==> src/rtl/nos_pkg.sv <==
package nos_pkg;

  // Number of subtraction steps for a mode code, clipped to the deepest alphabet.
  function automatic int unsigned depth_for_mode(input int unsigned mode_code,
                                                 input int unsigned max_depth);
    int unsigned d;
    d = mode_code + 1;
    if (d > max_depth) d = max_depth;
    return d;
  endfunction

endpackage

==> src/rtl/nos_seq.sv <==
module nos_seq
  import nos_pkg::*;
#(
  parameter int LOG_QMAX = 3,
  parameter int MODE_W   = 2,
  parameter int CNT_W    = 2
) (
  input  logic              clk,
  input  logic              rst_n,
  input  logic              start,
  input  logic [MODE_W-1:0] mode,
  output logic              accept,
  output logic              active,
  output logic              last,
  output logic              busy,
  output logic [CNT_W-1:0]  shamt,
  output logic [CNT_W-1:0]  depth_now
);

  logic             busy_q;
  logic [CNT_W-1:0] cnt_q;

  always_comb begin
    depth_now = CNT_W'(depth_for_mode(32'(mode), LOG_QMAX));
    accept    = start & ~busy_q;
    active    = accept | busy_q;
    shamt     = accept ? (depth_now - CNT_W'(1)) : cnt_q;
    last      = active & (shamt == '0);
  end

  assign busy = busy_q;

  always_ff @(posedge clk or negedge rst_n) begin
    if (!rst_n) begin
      busy_q <= 1'b0;
      cnt_q  <= '0;
    end else begin
      busy_q <= active & ~last;
      if (active & ~last) cnt_q <= shamt - CNT_W'(1);
    end
  end

  AST_LAST_ENDS_RUN: assert property (@(posedge clk) disable iff (!rst_n) last |=> !busy);
  AST_BUSY_STEPS_DOWN: assert property (@(posedge clk) disable iff (!rst_n)
    (busy && $past(active)) |-> (shamt < $past(shamt)));

endmodule

==> src/rtl/nos_step.sv <==
module nos_step #(
  parameter int DIV_W = 14,
  parameter int ACC_W = 17,
  parameter int CNT_W = 2
) (
  input  logic [DIV_W-1:0] rem_in,
  input  logic [DIV_W-1:0] dsr,
  input  logic [CNT_W-1:0] shamt,
  output logic             take,
  output logic [DIV_W-1:0] rem_out
);

  function automatic logic [ACC_W-1:0] scaled(input logic [DIV_W-1:0] d,
                                               input logic [CNT_W-1:0] sh);
    return ACC_W'(d) << sh;
  endfunction

  logic [ACC_W-1:0] trial;

  always_comb begin
    trial   = scaled(dsr, shamt);
    take    = (trial <= ACC_W'(rem_in));
    rem_out = take ? (rem_in - trial[DIV_W-1:0]) : rem_in;
  end

endmodule

==> src/rtl/nos_map.sv <==
module nos_map #(
  parameter int LOG_QMAX = 3
) (
  input  logic [LOG_QMAX-1:0] qbits,
  input  logic                neg,
  input  logic                zdiv,
  input  logic                exact,
  output logic signed [LOG_QMAX:0] point,
  output logic                rnd_up
);

  function automatic logic signed [LOG_QMAX:0] odd_of(input logic [LOG_QMAX-1:0] q);
    return {1'b0, q[LOG_QMAX-1:1], 1'b1};
  endfunction

  logic signed [LOG_QMAX:0] mag;

  always_comb begin
    mag = odd_of(qbits);
    if (zdiv) begin
      point  = (LOG_QMAX+1)'(1);
      rnd_up = 1'b0;
    end else if (neg) begin
      point  = -mag;
      rnd_up = qbits[0] & ~exact;
    end else begin
      point  = mag;
      rnd_up = ~qbits[0];
    end
  end

endmodule

==> src/rtl/odd_slicer.sv <==
module odd_slicer
  import nos_pkg::*;
#(
  parameter int W        = 14,
  parameter int LOG_QMAX = 3,
  parameter int MODE_W   = 2
) (
  input  logic                     clk,
  input  logic                     rst_n,
  input  logic                     start,
  input  logic signed [W-1:0]      dividend,
  input  logic signed [W-1:0]      divisor,
  input  logic [MODE_W-1:0]        mode,
  output logic                     busy,
  output logic                     done,
  output logic signed [LOG_QMAX:0] point,
  output logic                     rnd_up
);

  localparam int SYM_W = LOG_QMAX + 1;
  localparam int CNT_W = $clog2(LOG_QMAX + 1);
  localparam int ACC_W = W + LOG_QMAX;

  function automatic logic [W-1:0] magnitude(input logic signed [W-1:0] v);
    return v[W-1] ? (~v + 1'b1) : v;
  endfunction

  // sequencing
  logic             accept, active, last;
  logic [CNT_W-1:0] shamt, depth_now;

  nos_seq #(.LOG_QMAX(LOG_QMAX), .MODE_W(MODE_W), .CNT_W(CNT_W)) u_seq (
    .clk(clk), .rst_n(rst_n), .start(start), .mode(mode),
    .accept(accept), .active(active), .last(last), .busy(busy),
    .shamt(shamt), .depth_now(depth_now)
  );

  // operand state
  logic [W-1:0]        rem_q, dsr_q;
  logic [LOG_QMAX-1:0] q_q;
  logic                neg_q, zdiv_q;
  logic [CNT_W-1:0]    lat_q;

  // first-step multiplexer: live operands on accept, stored state afterwards
  logic [W-1:0]        rem_in, dsr_in, rem_out;
  logic [LOG_QMAX-1:0] q_prev, q_next;
  logic                neg_in, zdiv_in, take;

  always_comb begin
    rem_in  = accept ? magnitude(dividend) : rem_q;
    dsr_in  = accept ? magnitude(divisor) : dsr_q;
    neg_in  = accept ? (dividend[W-1] ^ divisor[W-1]) : neg_q;
    zdiv_in = accept ? (divisor == '0) : zdiv_q;
    q_prev  = accept ? '0 : q_q;
    q_next  = {q_prev[LOG_QMAX-2:0], take};
  end

  nos_step #(.DIV_W(W), .ACC_W(ACC_W), .CNT_W(CNT_W)) u_step (
    .rem_in(rem_in), .dsr(dsr_in), .shamt(shamt),
    .take(take), .rem_out(rem_out)
  );

  logic signed [SYM_W-1:0] point_c;
  logic                    up_c;

  nos_map #(.LOG_QMAX(LOG_QMAX)) u_map (
    .qbits(q_next), .neg(neg_in), .zdiv(zdiv_in), .exact(rem_out == '0),
    .point(point_c), .rnd_up(up_c)
  );

  logic                    done_q, up_q;
  logic signed [SYM_W-1:0] point_q;

  always_ff @(posedge clk or negedge rst_n) begin
    if (!rst_n) begin
      rem_q   <= '0;
      dsr_q   <= '0;
      q_q     <= '0;
      neg_q   <= 1'b0;
      zdiv_q  <= 1'b0;
      lat_q   <= '0;
      done_q  <= 1'b0;
      point_q <= SYM_W'(1);
      up_q    <= 1'b0;
    end else begin
      done_q <= last;
      if (accept) begin
        dsr_q  <= dsr_in;
        neg_q  <= neg_in;
        zdiv_q <= zdiv_in;
        lat_q  <= depth_now;
      end
      if (active & ~last) begin
        rem_q <= rem_out;
        q_q   <= q_next;
      end
      if (last) begin
        point_q <= point_c;
        up_q    <= up_c;
      end
    end
  end

  assign done   = done_q;
  assign point  = point_q;
  assign rnd_up = up_q;

  // observation wires for the assertions
  logic [CNT_W-1:0] busy_cnt;
  logic [SYM_W-1:0] point_mag, point_lim;

  always_ff @(posedge clk or negedge rst_n) begin
    if (!rst_n)      busy_cnt <= '0;
    else if (accept) busy_cnt <= '0;
    else if (busy)   busy_cnt <= busy_cnt + CNT_W'(1);
  end

  assign point_mag = point_q[SYM_W-1] ? SYM_W'(-point_q) : SYM_W'(point_q);
  assign point_lim = (SYM_W'(1) << lat_q) - SYM_W'(1);

  AST_POINT_ODD: assert property (@(posedge clk) disable iff (!rst_n) done_q |-> point_q[0]);
  AST_POINT_RANGE: assert property (@(posedge clk) disable iff (!rst_n) done_q |-> (point_mag <= point_lim));
  AST_DONE_LATENCY: assert property (@(posedge clk) disable iff (!rst_n) done_q |-> (busy_cnt == lat_q - CNT_W'(1)));
  AST_BUSY_NOT_DONE: assert property (@(posedge clk) disable iff (!rst_n) busy |-> !done_q);
  AST_MODE_HELD: assert property (@(posedge clk) disable iff (!rst_n) (busy && $past(busy)) |-> $stable(lat_q));
  AST_POINT_HOLD: assert property (@(posedge clk) disable iff (!rst_n) !done_q |-> ($stable(point_q) && $stable(up_q)));
  AST_ZERO_DIVISOR: assert property (@(posedge clk) disable iff (!rst_n) (done_q && zdiv_q) |-> (point_q == SYM_W'(1) && !up_q));

endmodule

==> config.mk <==
export PLATFORM = sky130hd
export DESIGN_NAME = odd_slicer
export DESIGN_NICKNAME = d
export VERILOG_FILES = /design/src/rtl/nos_pkg.sv /design/src/rtl/nos_seq.sv /design/src/rtl/nos_step.sv /design/src/rtl/nos_map.sv /design/src/rtl/odd_slicer.sv
export SDC_FILE = /design/constraint.sdc
export NUM_CORES = 1
export LEC_CHECK = 0
export ABC_CLOCK_PERIOD_IN_PS = 5200
export CORE_MARGIN = 2
export CORE_UTILIZATION = 30
export CTS_BUF_LIST = sky130_fd_sc_hd__clkbuf_2
export DETAILED_ROUTE_END_ITERATION = 8
export PLACE_DENSITY = 0.54
export SYNTH_ARGS = -nofsm -noshare
export SYNTH_HDL_FRONTEND = slang
export SYNTH_SLANG_ARGS = --single-unit
==> constraint.sdc <==
create_clock -name clk -period 5.2 [get_ports clk]
set_input_delay 1.3 -clock clk [delete_from_list [all_inputs] [get_ports clk]]
set_output_delay 1.3 -clock clk [all_outputs]
set_load 0.03 [all_outputs]
* After elaboration in Yosys (flattened, before gate mapping)
Index checks and enable logic that the tools add are counted.
Word-level totals: register bits 41, latch bits 0, memory bits (writable) 0, bits in read-only memories 0, bits of input ports 33, output and inout port bits 7, logic and storage cells 49, memories kept 0
Operators by class: $add $sub $neg 7, multiply operators 0, div/mod/pow operators 0, $lt $le $gt $ge 2, equality and inequality tests 0, shifts and indexed selects 1, mux-type cells 14, bitwise logic cells 12, reductions and logical operators 3
Operators with widths (count):
- 14-bit 2-to-1 mux | 5
- 14-bit by 1-bit adder with 14-bit output (second input constant) | 2
- 14-bit logical NOT | 2
- 14-bit inverter | 2
- 17-bit by 14-bit <= comparator with 1-bit output | 1
- 14-bit by 2-bit << shifter with 17-bit output | 1
- 14-bit subtractor | 1
- 4-bit 2-to-1 mux | 2
- 2-bit 2-to-1 mux | 3
- 1-bit bitwise AND | 4
- 1-bit 2-to-1 mux | 4
- 3-bit negator with 4-bit output | 1
- 1-bit inverter | 4
- 2-bit by 1-bit subtractor with 2-bit output (second input constant) | 2
- 2-bit by 1-bit adder with 3-bit output (second input constant) | 1
- 3-bit by 2-bit > comparator with 1-bit output (second input constant) | 1
- 2-bit logical NOT | 1
- 1-bit OR | 1
- 1-bit bitwise XOR | 1

* Depth between registers and ports, before layout
Gate-level depths: netlist (run 1).
depth in word-level cells 13, depth in mapped cells 22, mapped depth without buffers 20

* By module
From an unflattened synthesis (run 1), not the netlist that was laid out.
Unflattened totals: cell total of the unflattened synthesis 494, area, all modules 4107.7 µm²
Modules (own cells, without submodules):
- odd_slicer | instances 1, cells an instance 237, area an instance 2242.2 µm², seq. area each 952.2 µm²
- nos_step | instances 1, cells an instance 222, area an instance 1585.3 µm², seq. area each 0.0 µm²
- nos_seq | instances 1, cells an instance 25, area an instance 212.7 µm², seq. area each 75.1 µm²
- nos_map | instances 1, cells an instance 10, area an instance 67.6 µm², seq. area each 0.0 µm²

* Least setup slack after synthesis (run 1)
Ideal clock, no wire load.
path kind input to register, start point input start, end point register up_q (netlist: rnd_up), library setup time 0.129 ns, arrival 5.134 ns, required time 5.071 ns, path slack -0.064 ns, stages 19, cells stage by stage clkbuf_1 -> nand2b_1 -> clkbuf_1 -> mux2_2 -> inv_2 -> buf_1 -> nand3_1 -> inv_1 -> ha_1 -> inv_1 -> fa_1 -> a21o_1 -> a221oi_4 -> a21oi_2 -> a311oi_2 -> xnor2_1 -> or4_1 -> o311ai_1 -> nand2_1
Between the ends: word-level cells in the longest chain between the ends 10, elaborated cells between the ends (all ways) 19, those cells by class add/sub (1); order compare (1); shift (1); mux (8); bitwise (6); reduce/logical (2)
Ends and longest elaborated chain:
- start: declaration | line odd_slicer.sv:10 | input logic start,
- 1-bit bitwise AND (*) | line nos_seq.sv:25 | accept = start & ~busy_q;
- 14-bit 2-to-1 mux / 2-bit 2-to-1 mux (equally long branches) | line odd_slicer.sv:51, nos_seq.sv:27
- 14-bit by 2-bit << shifter with 17-bit output | line nos_step.sv:15 | return ACC_W'(d) << sh;
- 14-bit subtractor / 17-bit by 14-bit <= comparator with 1-bit output (equally long branches) | line nos_step.sv:23, nos_step.sv:22
- 14-bit 2-to-1 mux | line nos_step.sv:23 | rem_out = take ? (rem_in - trial[DIV_W-1:0]) : rem_in;
- 14-bit logical NOT | line odd_slicer.sv:67 | .qbits(q_next), .neg(neg_in), .zdiv(zdiv_in), .exact(rem_out == '0),
- 1-bit inverter | line nos_map.sv:25 | rnd_up = qbits[0] & ~exact;
- 1-bit bitwise AND | line nos_map.sv:25
- 1-bit 2-to-1 mux | line nos_map.sv:23 | end else if (neg) begin
- 1-bit 2-to-1 mux | line nos_map.sv:20 | if (zdiv) begin
- end signal: assignment | line odd_slicer.sv:99 | up_q <= up_c;
- end: declaration | line odd_slicer.sv:71 | logic done_q, up_q;
Mark *: on every way between the ends. The rest lies on a longest branch, timed or not. A chain may end at the register's enable or synchronous reset.

* Worst setup path in the final report (run 1)
start point input divisor[5], end point register up_q (netlist: rnd_up)
Between the ends: word-level cells in the longest chain between the ends 12, elaborated cells between the ends (all ways) 16, those cells by class add/sub (2); order compare (1); shift (1); mux (6); bitwise (4); reduce/logical (2)
Ends and longest elaborated chain:
- start: declaration | line odd_slicer.sv:12 | input logic signed [W-1:0] divisor,
- 14-bit inverter | line odd_slicer.sv:25 | return v[W-1] ? (~v + 1'b1) : v;
- 14-bit by 1-bit adder with 14-bit output | line odd_slicer.sv:25
- 14-bit 2-to-1 mux | line odd_slicer.sv:25
- 14-bit 2-to-1 mux | line odd_slicer.sv:51 | dsr_in = accept ? magnitude(divisor) : dsr_q;
- 14-bit by 2-bit << shifter with 17-bit output | line nos_step.sv:15
- 14-bit subtractor / 17-bit by 14-bit <= comparator with 1-bit output (equally long branches) | line nos_step.sv:23, nos_step.sv:22
- 14-bit 2-to-1 mux | line nos_step.sv:23
- 14-bit logical NOT | line odd_slicer.sv:67
- 1-bit inverter | line nos_map.sv:25
- 1-bit bitwise AND | line nos_map.sv:25
- 1-bit 2-to-1 mux | line nos_map.sv:23
- 1-bit 2-to-1 mux (*) | line nos_map.sv:20
Marked as above.

==> results_dict.tcl, run 1 <==
set metrics [dict create \
    status "finished clean" \
    worstMarginPinSlew_ns 1.006 \
    cts_buffer_depth 2 \
    hold_viol_final 0 \
    skew_ns 0.05315 \
    drc 0 \
    grt_setup_unrepaired "false" \
    ys_ff_latch 40 \
    rrSetupSlack_ns 0.93 \
    grt_max_degree 41 \
    grtUsageTotal 0.1703 \
    drt-pass1-iter-count 5 \
    cts_buffers 5 \
    setup_ws_ns 0.1078 \
    viasPerCell 4.839 \
    synth_ff_type "dfrtp_1" \
    synth_edf_count 0 \
    syn_nets 558 \
    clk_pin_slew_worst_paths_ns 0.26 \
    setup_viol 0 \
    ys_types 66 \
    post-place-cells 802 \
    period_minus_slack_ns 5.092 \
    die_y_um 117.8 \
    hpwl_um 8905 \
    wl_per_cell_um 13.72 \
    hold_path_class "reg -> reg" \
    finalNonFillerCells 816 \
    area_growth_pct 42.61 \
    overflow 0 \
    crit_arrival_ns 5.50 \
    root_buffer "clkbuf_2" \
    synth_top_area_frac 0.2575 \
    wl_um 11200 \
    antenna_found_initial 0 \
    ctsHtreeMaxLevel 2 \
    io_buffers 38 \
    cp.required_ns 5.61 \
    maxCapViolations 0 \
    timing.rr.start "u_seq.busy" \
    gp_congestion 0.8985 \
    initialDrtViolationCount 173 \
    rows 41 \
    layout-drive-gt1-share 0.2748 \
    start_util 0.3081 \
    synth-warning-count 0 \
    worstSetupStartpointType "primary input" \
    synthTopCellsByArea "dfrtp_1 26%, ha_1 9.7%, nand2_1 7.5%, o21ai_0 5.5%, xor2_1 4.7%" \
    r2r-end "rnd_up" \
    fp.dieW_um 117.8 \
    cts.sinks 40 \
    async_reset_ff_frac 1.000 \
    slew_headroom 0.3290 \
    cts_tree "yes" \
    synthCells 494 \
    ant_nets 0 \
    ys_seq_area_frac 0.2575 \
    die-area_mm2 0.01389 \
    ctsHoldBuffers 0 \
    period_share 0.9793 \
    nets 707 \
    place_ws_ns -0.7856 \
    cp_max_fo 4 \
    fmax_mhz 196.4 \
    grt_pass1_vias 4074 \
    antennaDiodeCount 0 \
    hold_depth 2 \
    end_kind "flip-flop" \
    synth.largest_area_cell "dfrtp_1" \
    pin_count 40 \
    core_area_mm2 0.01262 \
    worstHoldStart "q_q[1]" \
    vias 3949 \
    clk_latency_ns 0.51 \
    syn_area_per_cell_um2 7.869 \
    reg2reg_depth 18 \
    holdPathEnd "q_q[1]" \
    crit_type "in -> reg" \
    syn-cell-area_mm2 0.003887 \
    grt_pass1_wl_um 19510 \
    finalMaxSlewViolations 0 \
]
[synthesized netlist by cell type (3+ instances only)]
| cell | instances |
|---|---|
| buf_6 | 3 |
| nor3_1 | 4 |
| a21o_1 | 5 |
| a21oi_1 | 25 |
| nor2b_1 | 6 |
| o41ai_1 | 4 |
| mux2_2 | 5 |
| buf_1 | 3 |
| dfrtp_1 | 40 |
| nand3_1 | 8 |
| o21ai_1 | 16 |
| clkbuf_1 | 16 |
| o21a_1 | 7 |
| xnor2_1 | 10 |
| and3_1 | 3 |
| o31ai_1 | 9 |
| and2_1 | 5 |
| or4_1 | 5 |
| o21ai_0 | 43 |
| xor2_1 | 21 |
| mux2i_1 | 12 |
| nand2b_1 | 6 |
| nand2_1 | 78 |
| a21boi_0 | 5 |
| inv_1 | 33 |
| nor4_1 | 4 |
| a221o_1 | 4 |
| nor2_1 | 32 |
| ha_1 | 30 |
[final cells by class]
cell class	instances	area [µm²]
Timing Repair Buffer	168	1389
Multi-Input combinational cell	393	2736
Inverter	35	131.4
Tap cell	172	215.2
Clock buffer	5	25.02
Fill cell	1288	7076
Clock inverter	3	46.29
Sequential cell	40	1001
[cell families after synthesis]
group / share of synthesized area
compound gates: 0.2449
xor+xnor: 0.06984
fa+ha+maj: 0.1017
buf+inv: 0.06726
flops: 0.2575
mux: 0.04538
other cells: 0.0009646
simple gates: 0.2124
[worst max-delay path by stage]
stage | cells past startpoint | endpoint | from
CTS | 18 | rem_q[10] | divisor[5]
floorplan | 17 | rnd_up | start
global route | 19 | rnd_up | divisor[2]
global placement | 21 | rnd_up | divisor[0]
finish | 17 | rnd_up | divisor[5]
detailed placement | 21 | rnd_up | divisor[0]
[layer usage]
layer | GRT usage | up-vias | part of all wire
li1 | - | 2033 | -
met1 | 0.2176 | 1844 | 0.48
met4 | 0.04066 | 0 | 0.012
met5 | 0 | - | 0
met3 | 0.03440 | 12 | 0.034
met2 | 0.2943 | 60 | 0.48
[critical path, cell delays in order]
cell and delay, ns:
clkdlybuf4s50_1 0.43, or4_4 0.56, or2_4 0.28, o41ai_2 0.24, xor2_1 0.19, o21ai_0 0.13
mux2_2 0.30, nand2_1 0.09, o21ai_0 0.09, ha_1 0.32, buf_4 0.16, nor2b_1 0.13
a311oi_2 0.25, xnor2_1 0.12, or4_1 0.54, o311ai_1 0.29, nand2_1 0.08
[layout by cell type (no fill, tap or decap), types with 22 or more instances in the layout]
master	netlist	final
dfrtp_1	40	40
nand2_1	78	78
nor2_1	32	31
a21oi_1	25	24
buf_4	2	127
ha_1	30	29
clkdlybuf4s50_1	0	34
inv_1	33	32
o21ai_1	16	22
o21ai_0	43	35
[what timing repair did]
item,CTS,global route
setup endpoints to repair,16,16
pin swaps,7,14
resized for setup,14,15
buffers inserted,4,2
[metrics by stage]
stage | hold slack (ns) | setup TNS (ns) | util | cell area (µm²)
after floorplan | 0.4468 | -0.04402 | - | 3889
after global placement | 0.4587 | -9.589 | 0.4218 | 5323
after detailed placement | 0.4703 | -10.61 | 0.4218 | 5323
after CTS | 0.5211 | 0 | 0.4332 | 5466
after global routing | 0.5554 | 0 | 0.4393 | 5544
final | 0.5150 | 0 | 0.4393 | 5544
[registers in the layout, indices dropped and copies added (netlist names)]
| signal | flops |
|---|---|
| dsr_q | 14 |
| rem_q | 14 |
| point | 3 |
| q_q | 2 |
| u_seq.cnt_q | 2 |
| done | 1 |
| neg_q | 1 |
| rnd_up | 1 |
| u_seq.busy | 1 |
| zdiv_q | 1 |
Power of run 1 is not shown: default switching activity piles up to over one toggle a cycle in this logic, so the estimate is an artifact.
==> run 2: changes to the inputs <==
--- a/config.mk
+++ b/config.mk
@@ -7,4 +7,5 @@
 export LEC_CHECK = 0
 export ABC_CLOCK_PERIOD_IN_PS = 5200
+export CORE_ASPECT_RATIO = 0.6
 export CORE_MARGIN = 2
 export CORE_UTILIZATION = 30
==> constraint.sdc (replaced) <==
create_clock -name clk -period 5.2 [get_ports clk]
set_input_delay 0.52 -clock clk [delete_from_list [all_inputs] [get_ports clk]]
set_output_delay 0.52 -clock clk [all_outputs]
set_load 0.03 [all_outputs]
==> run 2 against run 1 <==
- count of clock-buffer cells in the layout unchanged
- final area down 14%
- routed wire length up 1.8%
==> results_dict.tcl, run 2 (synthesis results as in run 1) <==
set metrics [dict create \
    rrSetupSlack_ns 0.37 \
    grt_max_degree 49 \
    r2r-end "rnd_up" \
    finalNonFillerCells 729 \
    io_buffers 38 \
    start_util 0.3053 \
    post-place-cells 721 \
    slowest_delay_ns 0.52 \
    maxCapViolations 0 \
    reg2reg_depth 15 \
    vias 3681 \
    gp_congestion 0.9005 \
    pin_count 40 \
    ant_nets 0 \
    die-area_mm2 0.01391 \
    worstSetupStartpointType "primary input" \
    fp.dieW_um 151.0 \
    viasPerCell 5.049 \
    clk_pin_slew_worst_paths_ns 0.24 \
    grt_setup_unrepaired "false" \
    hpwl_um 9094 \
    setup_viol 0 \
    hold_viol_final 0 \
    hold_path_class "in -> async" \
    crit_type "in -> reg" \
    wl_um 11400 \
    cts_buffer_depth 2 \
    root_buffer "clkbuf_2" \
    worstMarginPinSlew_ns 0.9242 \
    timing.rr.start "u_seq.busy" \
    final_cell_mix "78 x nand2_1, 43 x buf_4, 42 x o21ai_0" \
    rows 32 \
    multi_input_area_mm2 0.002631 \
    end_kind "flip-flop" \
    wl_per_cell_um 15.64 \
    fin_tns_setup_ns 0 \
    area_growth_pct 23.11 \
    path_cells "clkdlybuf4s50_1 -> inv_1 -> ha_1 -> or3b_2 -> o31ai_1 -> xor2_1 -> o21ai_1 -> nand2_1 -> nand2_1 -> or2_2 -> a21boi_0 -> inv_1 -> ha_1 -> a21o_1 -> a221o_1 -> o41ai_2 -> xnor2_1 -> or4_1 -> o311ai_1 -> nand2_1" \
    clk_latency_ns 0.44 \
    core_area_mm2 0.01273 \
    whs_ns 0.1703 \
    status "finished clean" \
    ctsHtreeMaxLevel 2 \
    grtUsageTotal 0.1672 \
    skew_ns 0.01376 \
    period_minus_slack_ns 4.900 \
    antenna_found_initial 0 \
    nets 622 \
    grt_pass1_wl_um 18290 \
    die_y_um 92.18 \
    critPathSlowestCell "or4_1" \
    period_share 0.9424 \
    cts_buffers 5 \
    grt_pass1_vias 3424 \
    cp.required_ns 5.54 \
    cts.sinks 40 \
    drt-pass1-iter-count 6 \
    fill_cells 1332 \
    antennaDiodeCount 0 \
    layout-drive-gt1-share 0.1395 \
    drc 0 \
    cp_max_fo 4 \
    finalMaxSlewViolations 0 \
    overflow 0 \
    cts_tree "yes" \
    mostFrequentLayoutCell "nand2_1" \
    fmax_mhz 204.1 \
    crit_arrival_ns 5.24 \
    register_area_mm2 0.001001 \
    cpMostUsedCell "nand2_1" \
    initialDrtViolationCount 295 \
    ctsHoldBuffers 0 \
    slew_headroom 0.3838 \
]
## run 2: area by class of cell
class | instances | share of cell area
clock buffers | 5 | 0.005229
clock inverters | 3 | 0.009673
inverters | 35 | 0.02745
multi-input cells | 393 | 0.5498
flip-flops and latches | 40 | 0.2092
well taps | 170 | 0.04444
repair buffers | 83 | 0.1542
## run 2: worst max-delay path by stage
stage | cells past startpoint | startpoint | endpoint | slack (ns)
after global placement | 20 | divisor[0] | rnd_up | -0.05
after detailed placement | 20 | divisor[0] | rnd_up | -0.20
after global routing | 20 | divisor[0] | rnd_up | 0.02
final | 20 | divisor[0] | rnd_up | 0.30
after CTS | 20 | divisor[0] | rnd_up | 0.27
after floorplan | 19 | start | rnd_up | 0.72
## run 2: routing by layer
layer,vias up,track usage,part of all wire
li1,1859,-,-
met1,1748,0.2741,0.57
met2,63,0.2239,0.37
met3,11,0.02886,0.051
met4,0,0.02804,0.011
met5,-,0,0
## run 2: stage by stage
step / area, µm² / setup WS [ns] / utilization
3_3_place_gp: 4715 / -0.05228 / 0.3703
4_1_cts: 4786 / 0.2733 / 0.3759
3_5_place_dp: 4715 / -0.2015 / 0.3703
2_1_floorplan: 3887 / 0.7163 / -
6_report: 4786 / 0.2997 / 0.3759
5_1_grt: 4786 / 0.02227 / 0.3759
## run 2: worst max-delay path: cells and delay by family
kind                       cells  cell delay (ns)
AOI/OAI and AO/OA              7             1.98
xor gates and xnor gates       2             0.26
adders and majority gates      2             0.46
buffers and inverters          3             0.63
and+or+nand+nor                6             1.40
## run 2: repair_timing
| item | in CTS | in global routing |
|---|---|---|
| buffers inserted | 0 | 0 |
| endpoints found under the setup margin | 0 | 1 |
| gates resized for setup | 0 | 1 |
Power of run 2 is left out for the same reason.
==> run 3: changes to the inputs <==
Settings changed: CORE_UTILIZATION 30 to 27, PLACE_DENSITY 0.54 to 0.5.
==> run 3 against run 2 <==
- non-clock buffer count is 6 lower
- core utilization fell by 3.3 points
- setup slack improved by 0.14 ns
- fmax up 2.9%
- highest routed layer unchanged
- largest cell class unchanged
- critical path depth fell by 1
- global-route usage is 1.5 points lower
- sequential share of layout area rose by 0.12 points
==> results_dict.tcl, run 3 (synthesis results as in run 1) <==
set metrics [dict create \
    period_minus_slack_ns 4.762 \
    die_y_um 96.95 \
    r2r-end "rnd_up" \
    layout-drive-gt1-share 0.1302 \
    post-route-util 0.3430 \
    hold_path_class "in -> async" \
    ctsHtreeMaxLevel 2 \
    cp_max_fo 28 \
    grtUsageTotal 0.1527 \
    cp-endpoint "rem_q[4]" \
    cts_buffers 5 \
    wl_per_cell_um 15.65 \
    drt-pass1-iter-count 5 \
    setup_viol 0 \
    worstMarginPinSlew_ns 0.9623 \
    initialDrtViolationCount 386 \
    slowest_delay_ns 0.57 \
    pin_count 40 \
    timing.rr.start "u_seq.busy" \
    grt_pass1_wl_um 18840 \
    hold_viol_final 0 \
    slew_headroom 0.3585 \
    start_util 0.2802 \
    fin_tns_setup_ns 0 \
    wl_um 11680 \
    cp.required_ns 5.55 \
    overflow 0 \
    grt_setup_unrepaired "false" \
    reg2reg_depth 16 \
    hpwl_um 9388 \
    mostFrequentLayoutCell "nand2_1" \
    drc 0 \
    maxCapViolations 0 \
    grt_max_degree 41 \
    final_cell_mix "78 x nand2_1, 43 x o21ai_0, 40 x dfrtp_1" \
    end_kind "flip-flop" \
    critPathSlowestCell "or4_1" \
    cts_tree "yes" \
    root_buffer "clkbuf_2" \
    rows 33 \
    skew_ns 0.03203 \
    gp_congestion 0.8921 \
    status "finished clean" \
    cts_setup_buffers 0 \
    path_cells "clkdlybuf4s50_1 -> buf_4 -> or4_1 -> or2_4 -> o41ai_1 -> xor2_1 -> o21ai_0 -> mux2_2 -> nand2_1 -> o21ai_0 -> ha_1 -> and3_1 -> and3_1 -> nand2_1 -> o311a_1 -> o211a_1 -> buf_12 -> a21oi_1 -> o21ai_1" \
    die-area_mm2 0.01541 \
    ant_nets 0 \
    cts_repair_resize_count 0 \
    cts.sinks 40 \
    area_growth_pct 22.40 \
    ctsHoldBuffers 0 \
    cts_buffer_depth 2 \
    worstSetupStartpointType "primary input" \
    viasPerCell 4.948 \
    grt_pass1_vias 3461 \
    whs_ns 0.1491 \
    finalMaxSlewViolations 0 \
    vias 3691 \
    antenna_found_initial 1 \
    clk_pin_slew_worst_paths_ns 0.27 \
    rrSetupSlack_ns 0.54 \
    fmax_mhz 210.0 \
    clk_latency_ns 0.47 \
    io_buffers 38 \
    timing.critical_path.from "divisor[0]" \
    period_share 0.9157 \
    fp.dieW_um 158.9 \
    crit_type "in -> reg" \
    nets 616 \
    crit_arrival_ns 5.11 \
    core_area_mm2 0.01387 \
]
[run 3: changes by cell type in the layout (fill, tap and decap cells not counted)]
cell / change
diode_2: +1
buf_12: -1
o21ai_1: -1
buf_4: -5
o21ai_0: +1
[run 3: worst max-delay path: cells and delay by family]
family | cells | cell delay [ns]
AND/OR/NAND/NOR | 6 | 1.45
buffers and inverters | 3 | 0.73
multiplexers | 1 | 0.33
adder cells (fa/ha/maj) | 1 | 0.33
AO/OA/AOI/OAI | 7 | 1.56
XOR/XNOR | 1 | 0.18
[run 3: per-layer routing]
metal	wire length, µm	global-route usage	share of wire
met5	0	0	0
met4	124	0.02937	0.011
met3	606	0.02959	0.052
met2	4280	0.2052	0.37
met1	6665	0.2457	0.57
[run 3: how the worst min path moves through the flow]
| stage | from | to | slack, ns |
|---|---|---|---|
| floorplan | rst_n | done | 0.22 |
| global placement | point[2] | point[2] | 0.46 |
| detailed placement | rem_q[9] | rem_q[9] | 0.47 |
| CTS | rst_n | done | 0.17 |
| global route | rst_n | point[3] | 0.20 |
| finish | rst_n | dsr_q[12] | 0.15 |
[run 3: cell type report]
cell class                      instances  area (µm²)
Fill cell                            1494        9115
Multi-Input combinational cell        393        2631
Sequential cell                        40        1001
Timing Repair Buffer                   77       680.7
Tap cell                              192       240.2
Inverter                               35       131.4
Clock inverter                          3       46.29
Clock buffer                            5       25.02
Antenna cell                            1       2.502
[run 3: metrics by stage]
step	setup slack, ns	instance area [µm²]	std cells
3_5_place_dp	0.009524	4684	737
5_1_grt	0.1704	4758	746
2_1_floorplan	0.7163	3887	494
4_1_cts	0.4978	4756	745
3_3_place_gp	0.009400	4684	737
6_report	0.4383	4758	746
Power of run 3 is left out for the same reason.
